<file path="src/rtl/pit_chan_pkg.sv">
package pit_chan_pkg;

  typedef enum logic [2:0] {
    M_TC      = 3'd0,
    M_ONESHOT = 3'd1,
    M_RATE    = 3'd2,
    M_SQUARE  = 3'd3,
    M_SWSTB   = 3'd4,
    M_HWSTB   = 3'd5
  } mode_e;

  // codes 6/7 alias the periodic modes
  function automatic mode_e norm_mode(input logic [2:0] m);
    case (m)
      3'd6:    return M_RATE;
      3'd7:    return M_SQUARE;
      default: return mode_e'(m);
    endcase
  endfunction

  function automatic logic is_periodic(input mode_e m);
    return (m == M_RATE) || (m == M_SQUARE);
  endfunction

  function automatic logic is_retrig(input mode_e m);
    return (m == M_ONESHOT) || (m == M_RATE) || (m == M_SQUARE) || (m == M_HWSTB);
  endfunction

  function automatic logic gate_free(input mode_e m);
    return (m == M_ONESHOT) || (m == M_HWSTB);
  endfunction

endpackage

</file>
<file path="src/rtl/pit_chan_ctrl.sv">
module pit_chan_ctrl
  import pit_chan_pkg::*;
#(
  parameter int CNT_W = 16
) (
  input  logic               clk_i,
  input  logic               rst_ni,
  input  logic               cnt_en_i,
  input  logic               gate_i,
  input  logic               load_i,
  input  logic [2:0]         mode_i,
  input  logic [CNT_W-1:0]   load_val_i,
  output logic               tick_o,
  output logic               start_o,
  output mode_e              mode_o,
  output logic [CNT_W:0]     init_o
);

  localparam int FULL_W = CNT_W + 1;
  localparam logic [FULL_W-1:0] FULL_CNT = {1'b1, {CNT_W{1'b0}}};

  logic              gate_q, armed_q, pend_q;
  mode_e             mode_q;
  logic [FULL_W-1:0] init_q;

  mode_e mode_n;
  logic  gate_rise, load_restart, gate_restart, tick;

  assign mode_n       = norm_mode(mode_i);
  assign gate_rise    = gate_i & ~gate_q;
  // same periodic mode while running: defer to period end
  assign load_restart = load_i & ~(armed_q & (mode_n == mode_q) & is_periodic(mode_n));
  assign gate_restart = gate_rise & armed_q & is_retrig(mode_q);
  assign tick         = cnt_en_i & armed_q & (gate_i | gate_free(mode_q));

  always_ff @(posedge clk_i or negedge rst_ni) begin
    if (!rst_ni) begin
      gate_q  <= 1'b0;
      armed_q <= 1'b0;
      pend_q  <= 1'b0;
      mode_q  <= M_TC;
      init_q  <= '0;
    end else begin
      gate_q <= gate_i;
      pend_q <= (pend_q & ~tick) | load_restart | gate_restart;
      if (load_i) begin
        armed_q <= 1'b1;
        mode_q  <= mode_n;
        init_q  <= (load_val_i == '0) ? FULL_CNT : {1'b0, load_val_i};
      end
    end
  end

  assign tick_o  = tick;
  assign start_o = pend_q;
  assign mode_o  = mode_q;
  assign init_o  = init_q;


  load_zero_chk: assert property (@(posedge clk_i) disable iff (!rst_ni)
    load_i && (load_val_i == '0) |=> init_q == FULL_CNT);


  rewrite_defer_chk: assert property (@(posedge clk_i) disable iff (!rst_ni)
    armed_q && !pend_q && load_i && is_periodic(mode_q) && (norm_mode(mode_i) == mode_q)
    && !(gate_rise && is_retrig(mode_q)) |=> !pend_q);


  idle_hold_chk: assert property (@(posedge clk_i) disable iff (!rst_ni)
    !armed_q && !load_i |=> !armed_q && !tick_o);

endmodule

</file>
<file path="src/rtl/pit_chan_core.sv">
module pit_chan_core
  import pit_chan_pkg::*;
#(
  parameter int CNT_W = 16
) (
  input  logic             clk_i,
  input  logic             rst_ni,
  input  logic             tick_i,
  input  logic             start_i,
  input  mode_e            mode_i,
  input  logic [CNT_W:0]   init_i,
  output logic [CNT_W:0]   cnt_o,
  output logic [CNT_W:0]   per_o,
  output logic             out_o
);

  localparam int FULL_W = CNT_W + 1;
  localparam logic [FULL_W-1:0] ONE  = FULL_W'(1);
  localparam logic [FULL_W-1:0] MAXV = {1'b0, {CNT_W{1'b1}}};

  logic [FULL_W-1:0] cnt_q, per_q;
  logic              tc_q, out_q;

  logic [FULL_W-1:0] wrap_nxt, per_step, sq_per;
  logic              hit, reload;

  assign wrap_nxt = (cnt_q == '0) ? MAXV : cnt_q - ONE;
  assign hit      = (wrap_nxt == '0) & ~tc_q;
  assign reload   = (cnt_q == ONE);
  assign per_step = reload ? init_i : cnt_q - ONE;
  assign sq_per   = reload ? init_i : per_q;

  always_ff @(posedge clk_i or negedge rst_ni) begin
    if (!rst_ni) begin
      cnt_q <= '0;
      per_q <= '0;
      tc_q  <= 1'b0;
      out_q <= 1'b0;
    end else if (tick_i) begin
      if (start_i) begin
        cnt_q <= init_i;
        per_q <= init_i;
        tc_q  <= 1'b0;
        out_q <= (mode_i == M_SQUARE);
      end else begin
        unique case (mode_i)
          M_RATE: begin
            cnt_q <= per_step;
            if (reload) per_q <= init_i;
            out_q <= reload;
          end
          M_SQUARE: begin
            cnt_q <= per_step;
            per_q <= sq_per;
            out_q <= per_step > (sq_per >> 1);
          end
          M_TC, M_ONESHOT: begin
            cnt_q <= wrap_nxt;
            tc_q  <= tc_q | hit;
            out_q <= out_q | hit;
          end
          default: begin
            cnt_q <= wrap_nxt;
            tc_q  <= tc_q | hit;
            out_q <= hit;
          end
        endcase
      end
    end
  end

  assign cnt_o = cnt_q;
  assign per_o = per_q;
  assign out_o = out_q;


  tc_sticky_chk: assert property (@(posedge clk_i) disable iff (!rst_ni)
    (mode_i == M_TC) && out_q && !(tick_i && start_i) |=> out_q);


  strobe_pulse_chk: assert property (@(posedge clk_i) disable iff (!rst_ni)
    ((mode_i == M_SWSTB) || (mode_i == M_HWSTB)) && out_q && tick_i |=> !out_q);


  hold_chk: assert property (@(posedge clk_i) disable iff (!rst_ni)
    !tick_i |=> $stable(cnt_q) && $stable(out_q));


  period_range_chk: assert property (@(posedge clk_i) disable iff (!rst_ni)
    !start_i && is_periodic(mode_i) && (per_q != '0) |-> (cnt_q != '0) && (cnt_q <= per_q));

endmodule

</file>
<file path="src/rtl/pit_chan_view.sv">
module pit_chan_view
  import pit_chan_pkg::*;
#(
  parameter int CNT_W = 16
) (
  input  mode_e            mode_i,
  input  logic [CNT_W:0]   cnt_i,
  input  logic [CNT_W:0]   per_i,
  output logic [CNT_W-1:0] count_o
);

  logic [CNT_W-1:0] dbl_w, hi_w;
  logic             hi_half;

  // square wave shows two steps per tick in each half
  assign dbl_w   = cnt_i[CNT_W-1:0] << 1;
  assign hi_w    = dbl_w - per_i[CNT_W-1:0];
  assign hi_half = cnt_i > (per_i >> 1);
  assign count_o = (mode_i == M_SQUARE) ? (hi_half ? hi_w : dbl_w) : cnt_i[CNT_W-1:0];

endmodule

</file>
<file path="src/rtl/pit_chan.sv">
module pit_chan
  import pit_chan_pkg::*;
#(
  parameter int CNT_W = 16
) (
  input  logic             clk_i,
  input  logic             rst_ni,
  input  logic             cnt_en_i,
  input  logic             gate_i,
  input  logic             load_i,
  input  logic [2:0]       mode_i,
  input  logic [CNT_W-1:0] load_val_i,
  output logic [CNT_W-1:0] count_o,
  output logic             out_o
);

  logic           tick, start;
  mode_e          mode;
  logic [CNT_W:0] init, cnt, per;

  pit_chan_ctrl #(.CNT_W(CNT_W)) u_ctrl (
    .clk_i, .rst_ni, .cnt_en_i, .gate_i, .load_i, .mode_i, .load_val_i,
    .tick_o(tick), .start_o(start), .mode_o(mode), .init_o(init)
  );

  pit_chan_core #(.CNT_W(CNT_W)) u_core (
    .clk_i, .rst_ni, .tick_i(tick), .start_i(start), .mode_i(mode), .init_i(init),
    .cnt_o(cnt), .per_o(per), .out_o
  );

  pit_chan_view #(.CNT_W(CNT_W)) u_view (
    .mode_i(mode), .cnt_i(cnt), .per_i(per), .count_o
  );

endmodule

</file>
<file path="config.mk">
export PLATFORM = sky130hd
export DESIGN_NAME = pit_chan
export DESIGN_NICKNAME = d
export VERILOG_FILES = /design/src/rtl/pit_chan_pkg.sv /design/src/rtl/pit_chan_ctrl.sv /design/src/rtl/pit_chan_core.sv /design/src/rtl/pit_chan_view.sv /design/src/rtl/pit_chan.sv
export SDC_FILE = /design/constraint.sdc
export NUM_CORES = 1
export LEC_CHECK = 0
export ABC_AREA = 1
export BUFFER_PORTS_ARGS = -buffer_cell sky130_fd_sc_hd__buf_2
export CAP_MARGIN = 20
export CORE_MARGIN = 3
export CORE_UTILIZATION = 40
export CTS_CLUSTER_DIAMETER = 100
export DETAILED_ROUTE_END_ITERATION = 16
export PLACE_DENSITY = 0.55
export SLEW_MARGIN = 20
export SYNTH_ARGS = -nofsm -noshare
export SYNTH_HDL_FRONTEND = slang
export SYNTH_SLANG_ARGS = --single-unit
</file>
<file path="constraint.sdc">
create_clock -name clk_i -period 3.7 [get_ports clk_i]
set_input_delay 0.37 -clock clk_i [delete_from_list [all_inputs] [get_ports clk_i]]
set_output_delay 0.37 -clock clk_i [all_outputs]
set_load 0.05 [all_outputs]
</file>
==> qor.csv, run 1 <==
metric;value;unit
status;finished, final reports clean;
Syn Nets;843;
Area Growth Syn to Fin;13.3;%
post-route clock period utilization;94.0;%
cell taking the most area after synthesis;dfrtp_1;
dominant cells by area after synthesis;dfrtp_1 (29%), nand2_1 (18%), ha_1 (8.5%);
initial drt markers;522;
Logic pwr share;52.5;%
Reg clk slew, reported paths;50;ps
Detailed Place HPWL;12400;µm
CP endpoint kind;primary output;
CTS tree;done;
Syn Area/Cell;6.58;µm²
# diodes;0;
CTS root buffer;clkbuf_16;
post-synthesis sequential area ratio;28.7;%
total of max-cap violations;0;
crit-path max cell delay;490;ps
crit path kind;register to primary output;
sequential cell area;1480;µm²
Post-Place Cells;976;
Synth cell types;44;
clk_lat worst skew;330;ps
multi-input logic area;3190;µm²
Crit Path Max Fanout;11;
Post-synth EDFFs;0;
GPL Wtd Cong;0.906;
deepest clock path buffer count;2;
share of cells above drive strength 1;10.8;%
final setup vio count;0;
drt first pass iters;5;
min-delay worst type;input pin to register;
CP Launch Point;u_core.cnt_o[3];
initial antenna violation count;0;
die area;14300;µm²
WHS;158;ps
CP Cell Sequence;ha_1 > nand2_1 > inv_1 > nand3_1 > nor3_1 > nand3_1 > nand2_2 > clkinv_1 > nand2_1 > nand3_1 > nand2_1 > buf_2;
postcts setup bufs;0;
die height;119;µm
gr ovfl total;0;
Antenna Nets Post-Route;0;
Fin. Hold Viols;0;
async set-reset flop share out of synthesis;100;%
Starting Density;41.8;%
Period minus WS final;3480;ps
sequential fraction of design power;24.7;%
Die W;119;µm
hold_buf cts;0;
unrepaired setup endpoints after global routing;false;
Primary FF master, synth;dfrtp_1;
switching fraction of total power;46.4;%
Rel. slew slack;34.8;%
Syn Inst Count;783;
CP top delay family;simple AND/OR/NAND/NOR gates;
Final #Nets;879;
Buf+Inv Stages, Crit Path;3;
Core Area;12300;µm²
CP Launch Type;register;
Slew Viols, Final;0;
I/O Buffers;40;
largest net degree at the start of global routing;40;
clock power share;22.8;%
first-pass GRT wire length;26400;µm
VDD IR max;0.000262;V
Cell Count, Final, Fillers Out;992;
Via Count;5301;
I/O Pins;41;
Synth warnings;0;
Peak Freq;288;MHz
Finished Core Util;47.4;%
Arr. time, crit path;3110;ps
setup TNS;0;ps
drt drc;0;
vias in the first global route;5014;
Placement Rows;40;
Setup Skew;4.23;ps
LEAKAGE;2.94;nW
clock sinks;59;
CTS Buf Count;9;
Power Density;621;nW/µm²
Post-synth top cells;nand2_1 (250), inv_1 (92), dfrtp_1 (59);
Seq cells post-synth;59;
Netlist Area Pre-Place;5150;µm²
DR WL/cell;16.1;µm
Routed WL;15900;µm
Required @ worst endpoint;3330;ps
Synth top area share;28.7;%
P_int;1.94;mW
Crit-path slowest cell;dfrtp_1;
H-tree levels;3;
most frequent cell after synthesis;nand2_1;
NetSw;1.68;mW
Vias per Instance;5.34;
gr usage total;23.2;%
worst-margin pin slew;978;ps
post_cts resized;0;
R2R Path Start;u_core.cnt_o[1];
fillers;1319;
worst hold path startpoint;gate_i;
## power by group through the flow
stage / combinational, mW / clock (mW) / sequential (mW)
after floorplan: 1.45 / 0 / 0.861
after global placement: 1.88 / 0 / 0.902
after detailed placement: 1.89 / 0 / 0.902
after CTS: 1.89 / 0.844 / 0.892
after global routing: 2.13 / 0.876 / 0.911
final: 1.90 / 0.827 / 0.894
## cells by family after synthesis
| group | share of synthesized area, % |
|---|---|
| AO/OA/AOI/OAI | 18.5 |
| buffers and inverters | 9.47 |
| adder cells (fa/ha/maj) | 8.89 |
| XOR/XNOR | 3.55 |
| flip-flops | 28.7 |
| AND/OR/NAND/NOR | 30.9 |
## metrics by stage
step | instance area, µm² | power [mW] | worst slack [ps]
after global placement | 5540 | 2.78 | 550
final | 5840 | 3.62 | 223
after floorplan | 5150 | 2.31 | 1010
after global routing | 5840 | 3.92 | 17.3
after detailed placement | 5540 | 2.79 | 579
after CTS | 5840 | 3.63 | 209
## sequential cells by signal, summed over array words and instances, names as in the netlist
signal,count
u_ctrl.gate_q,1
u_ctrl.mode_o,3
u_ctrl.init_o,17
u_ctrl.start_o,1
u_core.out_o,1
u_ctrl.armed_q,1
u_core.tc_q,1
u_core.cnt_o,17
u_core.per_o,17
## worst register-to-register path, cell delays in order (launching register included)
cell	delay, ps
dfrtp_1	400
inv_1	150
ha_1	190
nand2_1	70
nor4_2	200
nand2_1	110
inv_2	240
buf_12	190
nand2_1	90
nand2_1	100
inv_1	50
ha_1	260
nand2_1	70
nor2_1	190
nand3b_1	100
nand3_1	80
nand2_1	50
nand3b_1	90
nand2_1	60
nand2_1	50
nand2_1	40
nand2_1	50
nand2_1	60
a21oi_1	150
## final timing paths
kind	cells past startpoint	endpoint	slack, ps
setup reg to reg	23	u_core.out_o	580
setup / recovery	12	count_o[13]	220
hold / removal	1	u_ctrl.gate_q	160
hold reg to reg	2	u_ctrl.armed_q	480
max in group asynchronous	2	u_ctrl.init_o[8]	2660
min in group asynchronous	1	u_ctrl.init_o[1]	200
## final cells by class
cell class | instances | area share (%)
multi-input combinational | 600 | 54.6
sequential | 59 | 25.3
inverter | 97 | 6.24
timing repair buffer | 52 | 5.19
clock buffer | 10 | 4.10
tap | 168 | 3.60
clock inverter | 6 | 0.943
## routing by layer
metal / vias to the layer above / share of wire, % / track usage (%)
li1: 2661 / - / -
met1: 2445 / 48 / 33.1
met2: 175 / 44 / 37.1
met3: 20 / 5.7 / 2.56
met4: 0 / 1.8 / 6.73
met5: - / 0 / 0
## placed cells by master, fill, tap and decap left out, types with 5 or more instances in the layout
cell type / instances
nand2_1: 250
inv_1: 92
dfrtp_1: 59
nand3_1: 52
o21ai_0: 51
a21oi_1: 50
nor2_1: 44
buf_2: 40
ha_1: 35
o21ai_1: 22
xor2_1: 12
buf_4: 11
nand4_1: 9
a22oi_1: 9
clkbuf_16: 9
nor4_1: 7
xnor2_1: 7
a31oi_1: 6
clkinv_2: 5
Power figures use the tool's default switching activity.
==> inputs of run 2 (changes only) <==
--- a/config.mk
+++ b/config.mk
@@ -12,7 +12,7 @@
 export CORE_UTILIZATION = 40
 export CTS_CLUSTER_DIAMETER = 100
 export DETAILED_ROUTE_END_ITERATION = 16
-export PLACE_DENSITY = 0.55
+export PLACE_DENSITY = 0.61
 export SLEW_MARGIN = 20
 export SYNTH_ARGS = -nofsm -noshare
 export SYNTH_HDL_FRONTEND = slang
==> run 2 against run 1 <==
Largest power group unchanged. Combinational power about the same. Maximum frequency up 0.70%. Register-to-register slack about the same. Clock-buffer cell count up 4. Sequential power up 0.7%. Final area down 0.34%. Highest routed layer unchanged.
==> qor.csv, run 2 (synthesized netlist as in run 1, its figures left out) <==
metric;value;unit
status;finished, final reports clean;
gr usage total;22.8;%
worst-margin pin slew;755;ps
min-delay worst type;input pin to async pin;
design area;5820;µm²
Antenna Nets Post-Route;0;
CTS tree;done;
Fin. Hold Viols;0;
Detailed Place HPWL;12500;µm
CTS root buffer;clkbuf_16;
Cell Count, Final, Fillers Out;992;
deepest clock path buffer count;2;
post_cts resized;0;
Slew Viols, Final;0;
clk_lat worst skew;330;ps
Reg clk slew, reported paths;50;ps
placed standard-cell area;5540;µm²
gr ovfl total;0;
Post-Place Cells;976;
die height;119;µm
Rel. slew slack;49.5;%
CP endpoint kind;primary output;
LEAKAGE;2.93;nW
CP Cell Sequence;ha_1 > nand2_1 > nor2_1 > nand2_1 > o41ai_4 > nand2_2 > buf_4 > nand2_1 > nand3_1 > o21ai_1 > buf_2;
Setup Skew;3.80;ps
crit path kind;register to primary output;
clock sinks;59;
Final #Nets;879;
CTS Buf Count;9;
Period minus WS final;3450;ps
postcts setup bufs;0;
initial antenna violation count;0;
CP Launch Type;register;
Placement Rows;40;
GPL Wtd Cong;0.937;
Area Growth Syn to Fin;12.9;%
setup TNS;0;ps
Vias per Instance;5.39;
# diodes;0;
sequential cell area;1480;µm²
I/O Buffers;40;
DR WL/cell;16.0;µm
Via Count;5342;
multi-input logic area;3190;µm²
final setup vio count;0;
vias in the first global route;5122;
fillers;1341;
unrepaired setup endpoints after global routing;false;
R2R cell count;23;
Core Area;12300;µm²
Power Density;612;nW/µm²
Die W;119;µm
Crit Path Max Fanout;15;
largest net degree at the start of global routing;35;
initial drt markers;468;
crit-path max cell delay;590;ps
I/O Pins;41;
drt first pass iters;6;
drt drc;0;
hold_buf cts;0;
die area;14300;µm²
Starting Density;41.8;%
most common cell after layout, fill and taps aside;nand2_1;
Crit-path slowest cell;o41ai_4;
H-tree levels;3;
Required @ worst endpoint;3330;ps
Arr. time, crit path;3080;ps
Peak Freq;290;MHz
Routed WL;15900;µm
share of cells above drive strength 1;10.4;%
commonest cells after routing, fill and taps aside;nand2_1 (250), inv_1 (92), dfrtp_1 (59), nand3_1 (52), o21ai_0 (51);
post-route clock period utilization;93.3;%
total of max-cap violations;0;
VDD IR max;0.000268;V
CP dominant cell by count;nand2_1;
first-pass GRT wire length;25800;µm
run 2: changes by cell type in the layout (fill, tap and decap cells not counted), sizes merged:
cell,previous run,this run
clkbuf,10,14
clkinv,6,3
bufinv,1,0
run 2: metal layers:
metal / global-route usage (%) / wire length (µm) / vias to the layer above
li1: - / - / 2661
met1: 31.6 / 7660 / 2468
met2: 35.9 / 7020 / 184
met3: 2.71 / 806 / 29
met4: 9.31 / 411 / 0
met5: 0 / 0 / -
run 2: worst paths after layout:
kind | startpoint | endpoint | slack, ps
min | rst_ni | u_ctrl.init_o[12] | 60
min reg2reg | u_ctrl.armed_q | u_ctrl.armed_q | 490
max reg2reg | u_core.cnt_o[1] | u_core.out_o | 570
max in group asynchronous | rst_ni | u_core.per_o[3] | 2930
min in group clk_i | gate_i | u_ctrl.gate_q | 160
max | u_core.cnt_o[10] | count_o[1] | 250
run 2: area by class of cell:
type,count,share of cell area (%)
Multi-Input combinational cell,600,54.8
Timing Repair Buffer,52,5.21
Tap cell,168,3.61
Clock buffer,14,4.54
Inverter,97,6.26
Clock inverter,2,0.172
Sequential cell,59,25.4
run 2: critical path, delay by kind of cell, from the launching register on:
kind            cells  cell delay, ps
compound gates      2             680
fa+ha+maj           1             400
flops               1             460
simple gates        6             710
buf+inv             2             510
run 2: per-stage QoR:
step | utilization [%] | hold slack (ps) | setup slack [ps] | power (mW)
after floorplan | - | 74.4 | 1010 | 2.31
after global placement | 45.0 | 427 | 564 | 2.77
after detailed placement | 45.0 | 425 | 584 | 2.78
after CTS | 47.2 | 71.4 | 222 | 3.56
after global routing | 47.2 | 101 | 10.2 | 3.84
final | 47.2 | 57.9 | 247 | 3.56
run 2: power by group:
part	leakage, nW	switching, mW	internal, mW
Sequential	0.695	0.143	0.757
Combinational	2.10	1.25	0.649
Clock	0.137	0.278	0.487
==> inputs of run 3 (changes only) <==
--- a/config.mk
+++ b/config.mk
@@ -16,4 +16,5 @@
 export SLEW_MARGIN = 20
 export SYNTH_ARGS = -nofsm -noshare
 export SYNTH_HDL_FRONTEND = slang
+export SYNTH_HIERARCHICAL = 1
 export SYNTH_SLANG_ARGS = --single-unit
==> run 3 against run 2 <==
First-iteration DRC count grew 16%. Setup slack gained 140 ps. Clock skew rose by 2.0 ps. Critical path depth rose by 18. Area after synthesis up 11%. Flip-flop and latch count did not move. Highest routed layer unchanged.
==> qor.csv, run 3 <==
metric;value;unit
cell taking the most area after synthesis;dfrtp_1;
die height;125;µm
Reg clk slew, reported paths;50;ps
Required @ worst endpoint;3920;ps
CP Launch Point;u_core/cnt_o[1];
drt drc;0;
Arr. time, crit path;3540;ps
Starting Density;42.0;%
crit path kind;register to register;
Seq cells post-synth;59;
R2R Path Start;u_core/cnt_o[1];
first-pass GRT wire length;27200;µm
hold_buf cts;0;
initial drt markers;542;
final setup vio count;0;
Via Count;5818;
R2R cell count;29;
Crit Path Max Fanout;19;
Placement Rows;42;
dominant cells by area after synthesis;dfrtp_1 (26%), nand2_1 (23%), ha_1 (7.9%);
CP top delay family;simple AND/OR/NAND/NOR gates;
Worst path depth;29;
Syn Area/Cell;6.22;µm²
CTS Buf Count;9;
worst-margin pin slew;880;ps
Vias per Instance;5.10;
largest net degree at the start of global routing;41;
DR WL/cell;14.6;µm
Rel. slew slack;41.4;%
initial antenna violation count;0;
CTS root buffer;clkbuf_16;
Post-synth top cells;nand2_1 (354), inv_1 (118), nor2_1 (74);
most common cell after layout, fill and taps aside;nand2_1;
post_cts resized;0;
unrepaired setup endpoints after global routing;false;
gr ovfl total;0;
Buf+Inv Stages, Crit Path;4;
CTS tree;done;
Core Area;13600;µm²
most frequent cell after synthesis;nand2_1;
CP endpoint kind;register;
Fin. Hold Viols;0;
Power Density;596;nW/µm²
register-to-register setup slack;380;ps
clock sinks;59;
share of cells above drive strength 1;12.9;%
Netlist Area Pre-Place;5690;µm²
CP Launch Type;register;
placed standard-cell area;6090;µm²
Post-synth EDFFs;0;
setup TNS;0;ps
postcts setup bufs;0;
clk_lat worst skew;330;ps
Synth warnings;6;
commonest cells after routing, fill and taps aside;nand2_1 (354), inv_1 (118), nor2_1 (74), dfrtp_1 (59), nand3_1 (46);
post-synthesis sequential area ratio;25.9;%
I/O Pins;41;
Primary FF master, synth;dfrtp_1;
# diodes;0;
CP dominant cell by count;nand2_1;
drt first pass iters;7;
Area Growth Syn to Fin;11.7;%
Setup Skew;5.79;ps
Final #Nets;1020;
Peak Freq;301;MHz
Antenna Nets Post-Route;0;
post-route clock period utilization;89.6;%
Period minus WS final;3320;ps
crit-path max cell delay;420;ps
Slew Viols, Final;0;
Worst R2R End;u_core/out_o;
H-tree levels;3;
Syn Nets;977;
min-delay worst type;input pin to async pin;
Routed WL;16600;µm
Syn Inst Count;916;
gr usage total;21.3;%
VDD IR max;0.000283;V
LEAKAGE;3.48;nW
Crit-path slowest cell;dfrtp_1;
GPL Wtd Cong;0.900;
CP endpoint;u_core/out_o;
deepest clock path buffer count;2;
Synth top area share;25.9;%
I/O Buffers;40;
status;finished, final reports clean;
die area;15700;µm²
Synth cell types;47;
total of max-cap violations;0;
Die W;125;µm
design area;6360;µm²
async set-reset flop share out of synthesis;100;%
vias in the first global route;5419;
Detailed Place HPWL;13000;µm
run 3: logic make-up (layout without fill, tap and decap cells):
family | after synthesis | after routing | share of synthesized area (%)
muxes | 1 | 1 | 0.198
AOI/OAI and AO/OA | 103 | 103 | 11.0
buffers and inverters | 157 | 205 | 11.3
xor gates and xnor gates | 22 | 22 | 3.38
adders and majority gates | 37 | 37 | 8.26
and+or+nand+nor | 537 | 537 | 40.0
DFF | 59 | 59 | 25.9
run 3: cell type report:
| type | count | area (µm²) |
|---|---|---|
| repair buffers | 55 | 313 |
| clock inverters | 2 | 10.0 |
| flip-flops and latches | 59 | 1480 |
| fillers | 1501 | 7200 |
| inverters | 134 | 503 |
| multi-input cells | 700 | 3570 |
| clock buffers | 14 | 264 |
| well taps | 176 | 220 |
run 3: metal layers:
layer  routed length [µm]  up-vias  global-route usage [%]
li1                     -     2962                       -
met1                 7960     2618                    30.2
met2                 7370      203                    33.8
met3                  904       35                    1.88
met4                  400        0                    8.23
met5                    0        -                       0
run 3: how the worst min path moves through the flow:
stage	to
after floorplan	u_core/cnt_o[0]
after global placement	u_ctrl/init_o[13]
after detailed placement	u_ctrl/init_o[15]
after CTS	u_ctrl/gate_q
after global routing	u_ctrl/gate_q
final	u_ctrl/armed_q
run 3: power by group:
| part | internal, mW | leakage [nW] | total, mW | switching (mW) |
|---|---|---|---|---|
| Clock | 0.487 | 0.137 | 0.767 | 0.280 |
| Combinational | 0.714 | 2.64 | 2.10 | 1.39 |
| Sequential | 0.755 | 0.703 | 0.921 | 0.166 |
run 3: per-stage QoR:
step                hold slack (ps)  instances  setup slack, ps  power [mW]  utilization (%)
floorplan                      74.4        916              824        2.51                -
finish                          158       1140              383        3.79             46.9
detailed placement              502       1124              429        3.01             44.9
global route                    176       1140             38.3        4.12             46.9
global placement                489       1124              535        3.01             44.9
CTS                             172       1140              412        3.79             46.9
